File: src/rtl/adram_pkg.sv
package adram_pkg;

  typedef enum logic [3:0] {
    S_IDLE,
    S_ROW_SU,
    S_RAS_HOLD,
    S_COL_SU,
    S_CAS_LEAD,
    S_CAS_WAIT,
    S_OE_OFF,
    S_CAS_OFF,
    S_PRE
  } seq_state_e;

  typedef struct packed {
    logic ras_n;
    logic cas_n;
    logic we_n;
    logic oe_n;
    logic dq_oe;
    logic sel_col;
    logic ready;
  } pin_ctl_t;

  function automatic int ns_to_cyc(int ns, int clk_ns);
    return (ns + clk_ns - 1) / clk_ns;
  endfunction

  function automatic int imax(int a, int b);
    return (a > b) ? a : b;
  endfunction

endpackage

File: src/rtl/adram_timer.sv
module adram_timer #(
  parameter int CNT_W = 4
) (
  input  logic             clk,
  input  logic             rst_n,
  input  logic             load,
  input  logic [CNT_W-1:0] load_val,
  output logic             done
);

  logic [CNT_W-1:0] cnt_q;
  logic [CNT_W-1:0] cnt_d;
  logic             cnt_en;

  always_comb begin
    cnt_en = load || (cnt_q != '0);
    cnt_d  = load ? load_val : cnt_q - 1'b1;
  end

  always_ff @(posedge clk or negedge rst_n) begin
    if (!rst_n)      cnt_q <= '0;
    else if (cnt_en) cnt_q <= cnt_d;
  end

  assign done = (cnt_q == '0);

endmodule

File: src/rtl/adram_addr_mux.sv
module adram_addr_mux #(
  parameter int ROW_W = 9,
  parameter int COL_W = 9,
  parameter int PIN_W = 9
) (
  input  logic [ROW_W+COL_W-1:0] addr,
  input  logic                   sel_col,
  output logic [PIN_W-1:0]       pins
);

  logic [ROW_W-1:0] row_part;
  logic [COL_W-1:0] col_part;

  assign row_part = addr[ROW_W+COL_W-1 -: ROW_W];
  assign col_part = addr[COL_W-1:0];
  assign pins     = sel_col ? PIN_W'(col_part) : PIN_W'(row_part);

endmodule

File: src/rtl/adram_rd_capture.sv
module adram_rd_capture #(
  parameter int DATA_W = 8
) (
  input  logic              clk,
  input  logic              rst_n,
  input  logic              cap_en,
  input  logic [DATA_W-1:0] dq_in,
  output logic [DATA_W-1:0] rd_data,
  output logic              rd_valid
);

  always_ff @(posedge clk or negedge rst_n) begin
    if (!rst_n) rd_valid <= 1'b0;
    else        rd_valid <= cap_en;
  end

  always_ff @(posedge clk or negedge rst_n) begin
    if (!rst_n)      rd_data <= '0;
    else if (cap_en) rd_data <= dq_in;
  end

  // the valid strobe lasts one cycle
  a_r6_single_pulse: assert property (@(posedge clk) disable iff (!rst_n)
    rd_valid |=> !rd_valid);

endmodule

File: src/rtl/adram_seq.sv
module adram_seq
  import adram_pkg::*;
#(
  parameter int ROW_W    = 9,
  parameter int COL_W    = 9,
  parameter int DATA_W   = 8,
  parameter int CLK_NS   = 10,
  parameter int T_SU_NS  = 0,
  parameter int T_RAH_NS = 10,
  parameter int T_RAC_NS = 60,
  parameter int T_CAC_NS = 15,
  parameter int T_RC_NS  = 110
) (
  input  logic                                 clk,
  input  logic                                 rst_n,
  input  logic                                 req_valid,
  output logic                                 req_ready,
  input  logic                                 req_write,
  input  logic [ROW_W+COL_W-1:0]               req_addr,
  input  logic [DATA_W-1:0]                    req_wdata,
  input  logic                                 late_rd,
  input  logic                                 late_wr,
  output logic                                 rd_valid,
  output logic [DATA_W-1:0]                    rd_data,
  output logic [imax(ROW_W, COL_W)-1:0]        mem_a,
  output logic                                 mem_ras_n,
  output logic                                 mem_cas_n,
  output logic                                 mem_we_n,
  output logic                                 mem_oe_n,
  output logic [DATA_W-1:0]                    mem_dq_out,
  output logic                                 mem_dq_oe,
  input  logic [DATA_W-1:0]                    mem_dq_in
);

  localparam int ADDR_W  = ROW_W + COL_W;
  localparam int PIN_W   = imax(ROW_W, COL_W);
  localparam int SU_C    = imax(1, ns_to_cyc(T_SU_NS, CLK_NS));
  localparam int HOLD_C  = imax(1, ns_to_cyc(T_RAH_NS, CLK_NS));
  localparam int TRAC_C  = ns_to_cyc(T_RAC_NS, CLK_NS);
  localparam int TCAC_C  = ns_to_cyc(T_CAC_NS, CLK_NS);
  localparam int TRC_C   = ns_to_cyc(T_RC_NS, CLK_NS);
  // column wait: CAS lead cycle plus this must cover tCAC, and
  // row hold + col setup + lead + this must cover tRAC
  localparam int WAIT_C  = imax(1, imax(TCAC_C - 1, TRAC_C - HOLD_C - SU_C - 1));
  localparam int LOW_C   = HOLD_C + SU_C + WAIT_C + 3;
  localparam int PRE_C   = imax(1, TRC_C - LOW_C - 1 - SU_C);
  localparam int MAX_C   = imax(imax(SU_C, HOLD_C), imax(WAIT_C, PRE_C));
  localparam int CNT_W   = $clog2(MAX_C) + 1;

  // reset: asynchronous assertion, synchronous release
  logic rst_meta, rst_i;
  always_ff @(posedge clk or negedge rst_n) begin
    if (!rst_n) begin
      rst_meta <= 1'b0;
      rst_i    <= 1'b0;
    end else begin
      rst_meta <= 1'b1;
      rst_i    <= rst_meta;
    end
  end

  seq_state_e        state_q, state_d;
  pin_ctl_t          ctl_q, ctl_d;
  logic [ADDR_W-1:0] addr_q;
  logic [DATA_W-1:0] wdata_q;
  logic              wr_q, lrd_q, lwr_q;
  logic              accept, tmr_load, tmr_done, cap_en;
  logic [CNT_W-1:0]  tmr_val;

  function automatic int state_len(seq_state_e s);
    case (s)
      S_ROW_SU:   return SU_C;
      S_RAS_HOLD: return HOLD_C;
      S_COL_SU:   return SU_C;
      S_CAS_WAIT: return WAIT_C;
      S_PRE:      return PRE_C;
      default:    return 1;
    endcase
  endfunction

  assign accept = req_valid && ctl_q.ready;

  // next state and timer load
  always_comb begin
    state_d = state_q;
    case (state_q)
      S_IDLE:  if (accept)   state_d = S_ROW_SU;
      S_PRE:   if (tmr_done) state_d = S_IDLE;
      default: if (tmr_done) state_d = seq_state_e'(state_q + 4'd1);
    endcase
    tmr_load = (state_d != state_q);
    tmr_val  = CNT_W'(state_len(state_d) - 1);
  end

  // pin decode from the next state
  always_comb begin
    logic col_ph, cas_ph, late_ph;
    col_ph  = (state_d >= S_COL_SU) && (state_d <= S_CAS_OFF);
    cas_ph  = (state_d >= S_CAS_LEAD) && (state_d <= S_OE_OFF);
    late_ph = (state_d == S_CAS_WAIT);
    ctl_d.ras_n   = !((state_d >= S_RAS_HOLD) && (state_d <= S_CAS_OFF));
    ctl_d.cas_n   = !cas_ph;
    ctl_d.sel_col = col_ph;
    ctl_d.oe_n    = !(!wr_q && (late_ph ||
                     (!lrd_q && (state_d == S_COL_SU || state_d == S_CAS_LEAD))));
    ctl_d.we_n    = !(wr_q && (late_ph ||
                     (!lwr_q && (state_d == S_COL_SU || state_d == S_CAS_LEAD))));
    ctl_d.dq_oe   = wr_q && (state_d >= S_COL_SU) && (state_d <= S_OE_OFF);
    ctl_d.ready   = (state_d == S_IDLE);
  end

  always_ff @(posedge clk or negedge rst_i) begin
    if (!rst_i) begin
      state_q <= S_IDLE;
      ctl_q   <= '{ras_n: 1'b1, cas_n: 1'b1, we_n: 1'b1, oe_n: 1'b1,
                   dq_oe: 1'b0, sel_col: 1'b0, ready: 1'b1};
    end else begin
      state_q <= state_d;
      ctl_q   <= ctl_d;
    end
  end

  // request capture, enabled on acceptance only
  always_ff @(posedge clk or negedge rst_i) begin
    if (!rst_i) begin
      addr_q  <= '0;
      wdata_q <= '0;
      wr_q    <= 1'b0;
      lrd_q   <= 1'b0;
      lwr_q   <= 1'b0;
    end else if (accept) begin
      addr_q  <= req_addr;
      wdata_q <= req_wdata;
      wr_q    <= req_write;
      lrd_q   <= late_rd;
      lwr_q   <= late_wr;
    end
  end

  adram_timer #(.CNT_W(CNT_W)) u_timer (
    .clk      (clk),
    .rst_n    (rst_i),
    .load     (tmr_load),
    .load_val (tmr_val),
    .done     (tmr_done)
  );

  adram_addr_mux #(.ROW_W(ROW_W), .COL_W(COL_W), .PIN_W(PIN_W)) u_amux (
    .addr    (addr_q),
    .sel_col (ctl_q.sel_col),
    .pins    (mem_a)
  );

  assign cap_en = (state_q == S_CAS_WAIT) && tmr_done && !wr_q;

  adram_rd_capture #(.DATA_W(DATA_W)) u_cap (
    .clk      (clk),
    .rst_n    (rst_i),
    .cap_en   (cap_en),
    .dq_in    (mem_dq_in),
    .rd_data  (rd_data),
    .rd_valid (rd_valid)
  );

  assign req_ready  = ctl_q.ready;
  assign mem_ras_n  = ctl_q.ras_n;
  assign mem_cas_n  = ctl_q.cas_n;
  assign mem_we_n   = ctl_q.we_n;
  assign mem_oe_n   = ctl_q.oe_n;
  assign mem_dq_oe  = ctl_q.dq_oe;
  assign mem_dq_out = wdata_q;

  // row address steady across the row strobe edge
  a_r2_row_setup: assert property (@(posedge clk) disable iff (!rst_i)
    $fell(mem_ras_n) |-> $stable(mem_a));
  // write-enable low only with the data bus driven
  a_r4_we_drives: assert property (@(posedge clk) disable iff (!rst_i)
    !mem_we_n |-> mem_dq_oe);
  // bus released at least a cycle before output-enable
  a_r5_bus_free: assert property (@(posedge clk) disable iff (!rst_i)
    $fell(mem_oe_n) |-> (!mem_dq_oe && !$past(mem_dq_oe)));
  // column strobe only inside the row strobe
  a_r7_cas_in_ras: assert property (@(posedge clk) disable iff (!rst_i)
    !mem_cas_n |-> !mem_ras_n);
  // enables released before the column strobe rises
  a_r7_enables_first: assert property (@(posedge clk) disable iff (!rst_i)
    $rose(mem_cas_n) |-> ($past(mem_oe_n) && $past(mem_we_n)));
  // busy after acceptance
  a_r8_busy: assert property (@(posedge clk) disable iff (!rst_i)
    (req_valid && req_ready) |=> !req_ready);

endmodule

File: config.mk
export PLATFORM = sky130hd
export DESIGN_NAME = adram_seq
export DESIGN_NICKNAME = d
export VERILOG_FILES = /design/src/rtl/adram_pkg.sv /design/src/rtl/adram_timer.sv /design/src/rtl/adram_addr_mux.sv /design/src/rtl/adram_rd_capture.sv /design/src/rtl/adram_seq.sv
export SDC_FILE = /design/constraint.sdc
export NUM_CORES = 1
export LEC_CHECK = 0
export BUFFER_PORTS_ARGS = -buffer_cell sky130_fd_sc_hd__buf_2
export CELL_PAD_IN_SITES_DETAIL_PLACEMENT = 0
export CELL_PAD_IN_SITES_GLOBAL_PLACEMENT = 1
export CORE_UTILIZATION = 34
export DETAILED_ROUTE_END_ITERATION = 8
export PLACE_DENSITY_LB_ADDON = 0.08
export SYNTH_ARGS = -nofsm -noshare
export SYNTH_HDL_FRONTEND = slang
export SYNTH_SLANG_ARGS = --single-unit
File: constraint.sdc
create_clock -name clk -period 2.28 [get_ports clk]
set_input_delay 0.114 -clock clk [delete_from_list [all_inputs] [get_ports clk]]
set_output_delay 0.114 -clock clk [all_outputs]
set_load 0.02 [all_outputs]
==> flow_summary.yaml <==
timing:
  maxSlewHeadroom_pct: 58.3
  fin_crit_ns: 2.21
  fin_crit_sh_pct: 96.8
  tightestPinTransition_ns: 0.625
  setup_tns_ns: 0
  fmax_mhz: 453
  finalSetupViolCount: 0
  fin_skew_ns: 0.00609
  final_max_slew_viol_count: 0
  hold_viol: 0
  rsz0062_at_grt: "no"
critical_path:
  cp.arrival_ns: 2.44
  slowest_stage: "or4_1"
  crit_required_ns: 2.51
  endpoint_kind: "register"
  r2r-start: "state_q[0]"
  critPathKind: "reg -> reg"
  cpPeakStageDelay_ns: 0.51
  timing.rr.end: "u_timer.cnt_q[1]"
  worstPathMaxFanout: 4
  startpoint_type: "register"
  crit_buf_inv: 2
  crit_chain: "inv_1 > ha_4 > or3b_4 > and3_4 > a211oi_4 > inv_4 > or4_1 > o21ai_1"
  reg2reg_depth: 8
  rrSetupSlack_ns: 0.07
  cpLargestDelayFamily: "simple AND/OR/NAND/NOR gates"
clock_network:
  clkSlewWorstSetupHoldPaths_ns: 0.09
  htree_num_levels: 2
  clk_latency_ns: 0.30
  clock_path_buffers: 2
  cts_made_buffers: 5
  cts_tree: "yes"
  cts_sinks: 54
  cts_root_buf: "clkbuf_8"
synthesis:
  synth-compound-area-share_pct: 6.02
  netlist_area_sq_um: 2370
  synth_area_leaders: "dfrtp_1 (52%), mux2_2 (22%), dfstp_2 (5.5%)"
  yosys.area_share.simple_pct: 6.87
  synth_top_family_by_area: "multiplexers"
  synth-seq-cells: 54
  syn_inst: 175
  yosys_warnings: 0
  synth.avg_cell_area_sq_um: 13.5
  syn_nets: 221
  synth_top_cell_area_share_pct: 51.8
  synthAdderAreaFrac_pct: 3.17
  yosysSeqAreaShare_pct: 57.3
  yosysTopAreaCell: "dfrtp_1"
  synth_xor_area_share_pct: 0.740
  synthMuxAreaShare_pct: 23.2
  synth_cell_types: 36
worst_hold_path:
  whs_endpoint: "addr_q[2]"
  min_path_type: "in -> reg"
  holdPathStages: 2
  worstHoldStart: "req_addr[2]"
pwr:
  p_leak_nw: 1.47
  power_density_nw_per_um2: 1650
  ir_worst_vdd_mv: 0.803
floorplanning:
  die_height_um: 85.5
  fp-row-count: 30
  start_util_pct: 35.1
  core_sq_um: 6760
  ios: 72
  die-area_sq_um: 7300
  die_width_um: 85.5
placed_design:
  gp_congestion: 0.787
  hpwl_mm: 3.55
  portBuffers: 71
  dp.cells: 335
  placedInstanceArea_sq_um: 2920
routing:
  drt-total-wl_mm: 4.79
  drt_iter0_markers: 60
  wire_per_inst_um: 13.9
  vias_per_cell: 4.79
  drcViolationCount: 0
  drtAntennaViolNets: 0
  drt_pre_antenna_iters: 4
  via_count: 1652
global_route:
  grt_pass1_vias: 1613
  grtUsageTotal_pct: 13.7
  grt_pass1_wl_mm: 7.78
  antenna_found_initial: 0
  grt_start_max_net_pins: 30
  overflow: 0
outcome:
  status: "completed"
final_layout:
  final_cell_mix: "buf_2 (71), mux2_2 (47), dfrtp_1 (47), buf_4 (14), inv_1 (8)"
  final_common_cell: "buf_2"
  synthToLayoutAreaGrowth_pct: 30.0
  drive_gt1_share_pct: 59.6
  design_area_sq_um: 3080
  fin_cells: 345
  antenna_cells: 0
  nets: 310
job:
  drv_cap: 0
-- routing by layer --
metal / GRT usage, % / part of all wire (%) / vias to the layer above
li1: - / - / 797
met5: 0 / 0 / -
met1: 18.0 / 45 / 820
met3: 3.31 / 4.0 / 5
met4: 4.09 / 1.3 / 0
met2: 22.3 / 49 / 30
-- where the power goes --
group          internal [W]  leakage [nW]  switching (W)  total, W
combinational       0.00130         0.774        0.00149   0.00279
sequential          0.00142         0.647       0.000253   0.00168
clock              0.000329        0.0524       0.000292  0.000621
total               0.00306          1.47        0.00203   0.00509
-- through the flow --
stage | hold slack (ns) | util [%] | worst slack (ns) | power (W)
finish | 0.0364 | 45.6 | 0.0732 | 0.00509
global route | 0.0168 | 45.6 | 0.000359 | 0.00551
CTS | 0.0283 | 45.0 | 0.0604 | 0.00508
detailed placement | -0.0969 | 43.3 | 0.0996 | 0.00443
global placement | -0.101 | 43.3 | 0.121 | 0.00443
floorplan | -0.182 | - | 0.00111 | 0.00350
-- worst max path at each step --
stage / from / cells past startpoint / slack, ns / to
after floorplan: state_q[1] / 8 / 0.001 / u_timer.cnt_q[1]
after global placement: state_q[1] / 8 / 0.12 / u_timer.cnt_q[1]
after detailed placement: state_q[1] / 8 / 0.1 / u_timer.cnt_q[1]
after CTS: state_q[1] / 8 / 0.06 / u_timer.cnt_q[1]
after global routing: state_q[0] / 8 / 0.0004 / u_timer.cnt_q[1]
final: state_q[0] / 8 / 0.07 / u_timer.cnt_q[1]
-- sequential cells by signal, indices dropped and copies added, names as in the netlist, 3 cells and up --
register       cells
state_q            4
u_timer.cnt_q      3
u_cap.rd_data      8
mem_dq_out         8
addr_q            18
-- repair_timing --
action | 4_1_cts | 5_1_grt
buffers inserted | 0 | 1
hold buffers | 1 | 0
resized for setup | 0 | 8
endpoints found under the hold margin | 2 | 0
setup endpoints to repair | 0 | 8
-- cell usage after synthesis --
cell type and count:
inv_1 9, or3b_4 1, or4_1 1, a211oi_1 2, mux2_2 47, clkbuf_1 3, o21bai_1 1, o221ai_1 1
dfstp_2 5, nor4_2 1, nor2b_1 3, a211oi_4 1, and3_1 1, o211ai_1 1, o21ai_1 2, o311a_1 1
o31ai_1 1, o311ai_0 1, conb_1 1, nor2_1 4, nor3b_1 1, a21oi_1 4, inv_4 1, nor3_1 5
mux2i_1 2, o21ai_0 4, dfrtp_1 49, nand2b_1 1, nand2_1 6, xnor2_1 2, nor4_1 3, a22oi_1 1
and3_4 1, buf_1 1, clkbuf_2 1, ha_1 6
-- logic make-up (layout without fill, tap and decap cells) --
logic type	Yosys count	after routing
simple gates	28	28
fa+ha+maj	6	6
xor+xnor	2	2
buf+inv	15	105
flops	54	54
compound gates	20	20
mux	49	49
other cells	1	1
-- area by class of cell --
type | count | area, sq um
sequential | 54 | 1360
timing repair buffer | 87 | 490
inverter | 10 | 40.0
clock buffer | 7 | 76.3
fill | 660 | 3680
clock inverter | 1 | 30.0
tap | 80 | 100
multi-input combinational | 106 | 981
Note: power is estimated with default switching activity, not from simulation.
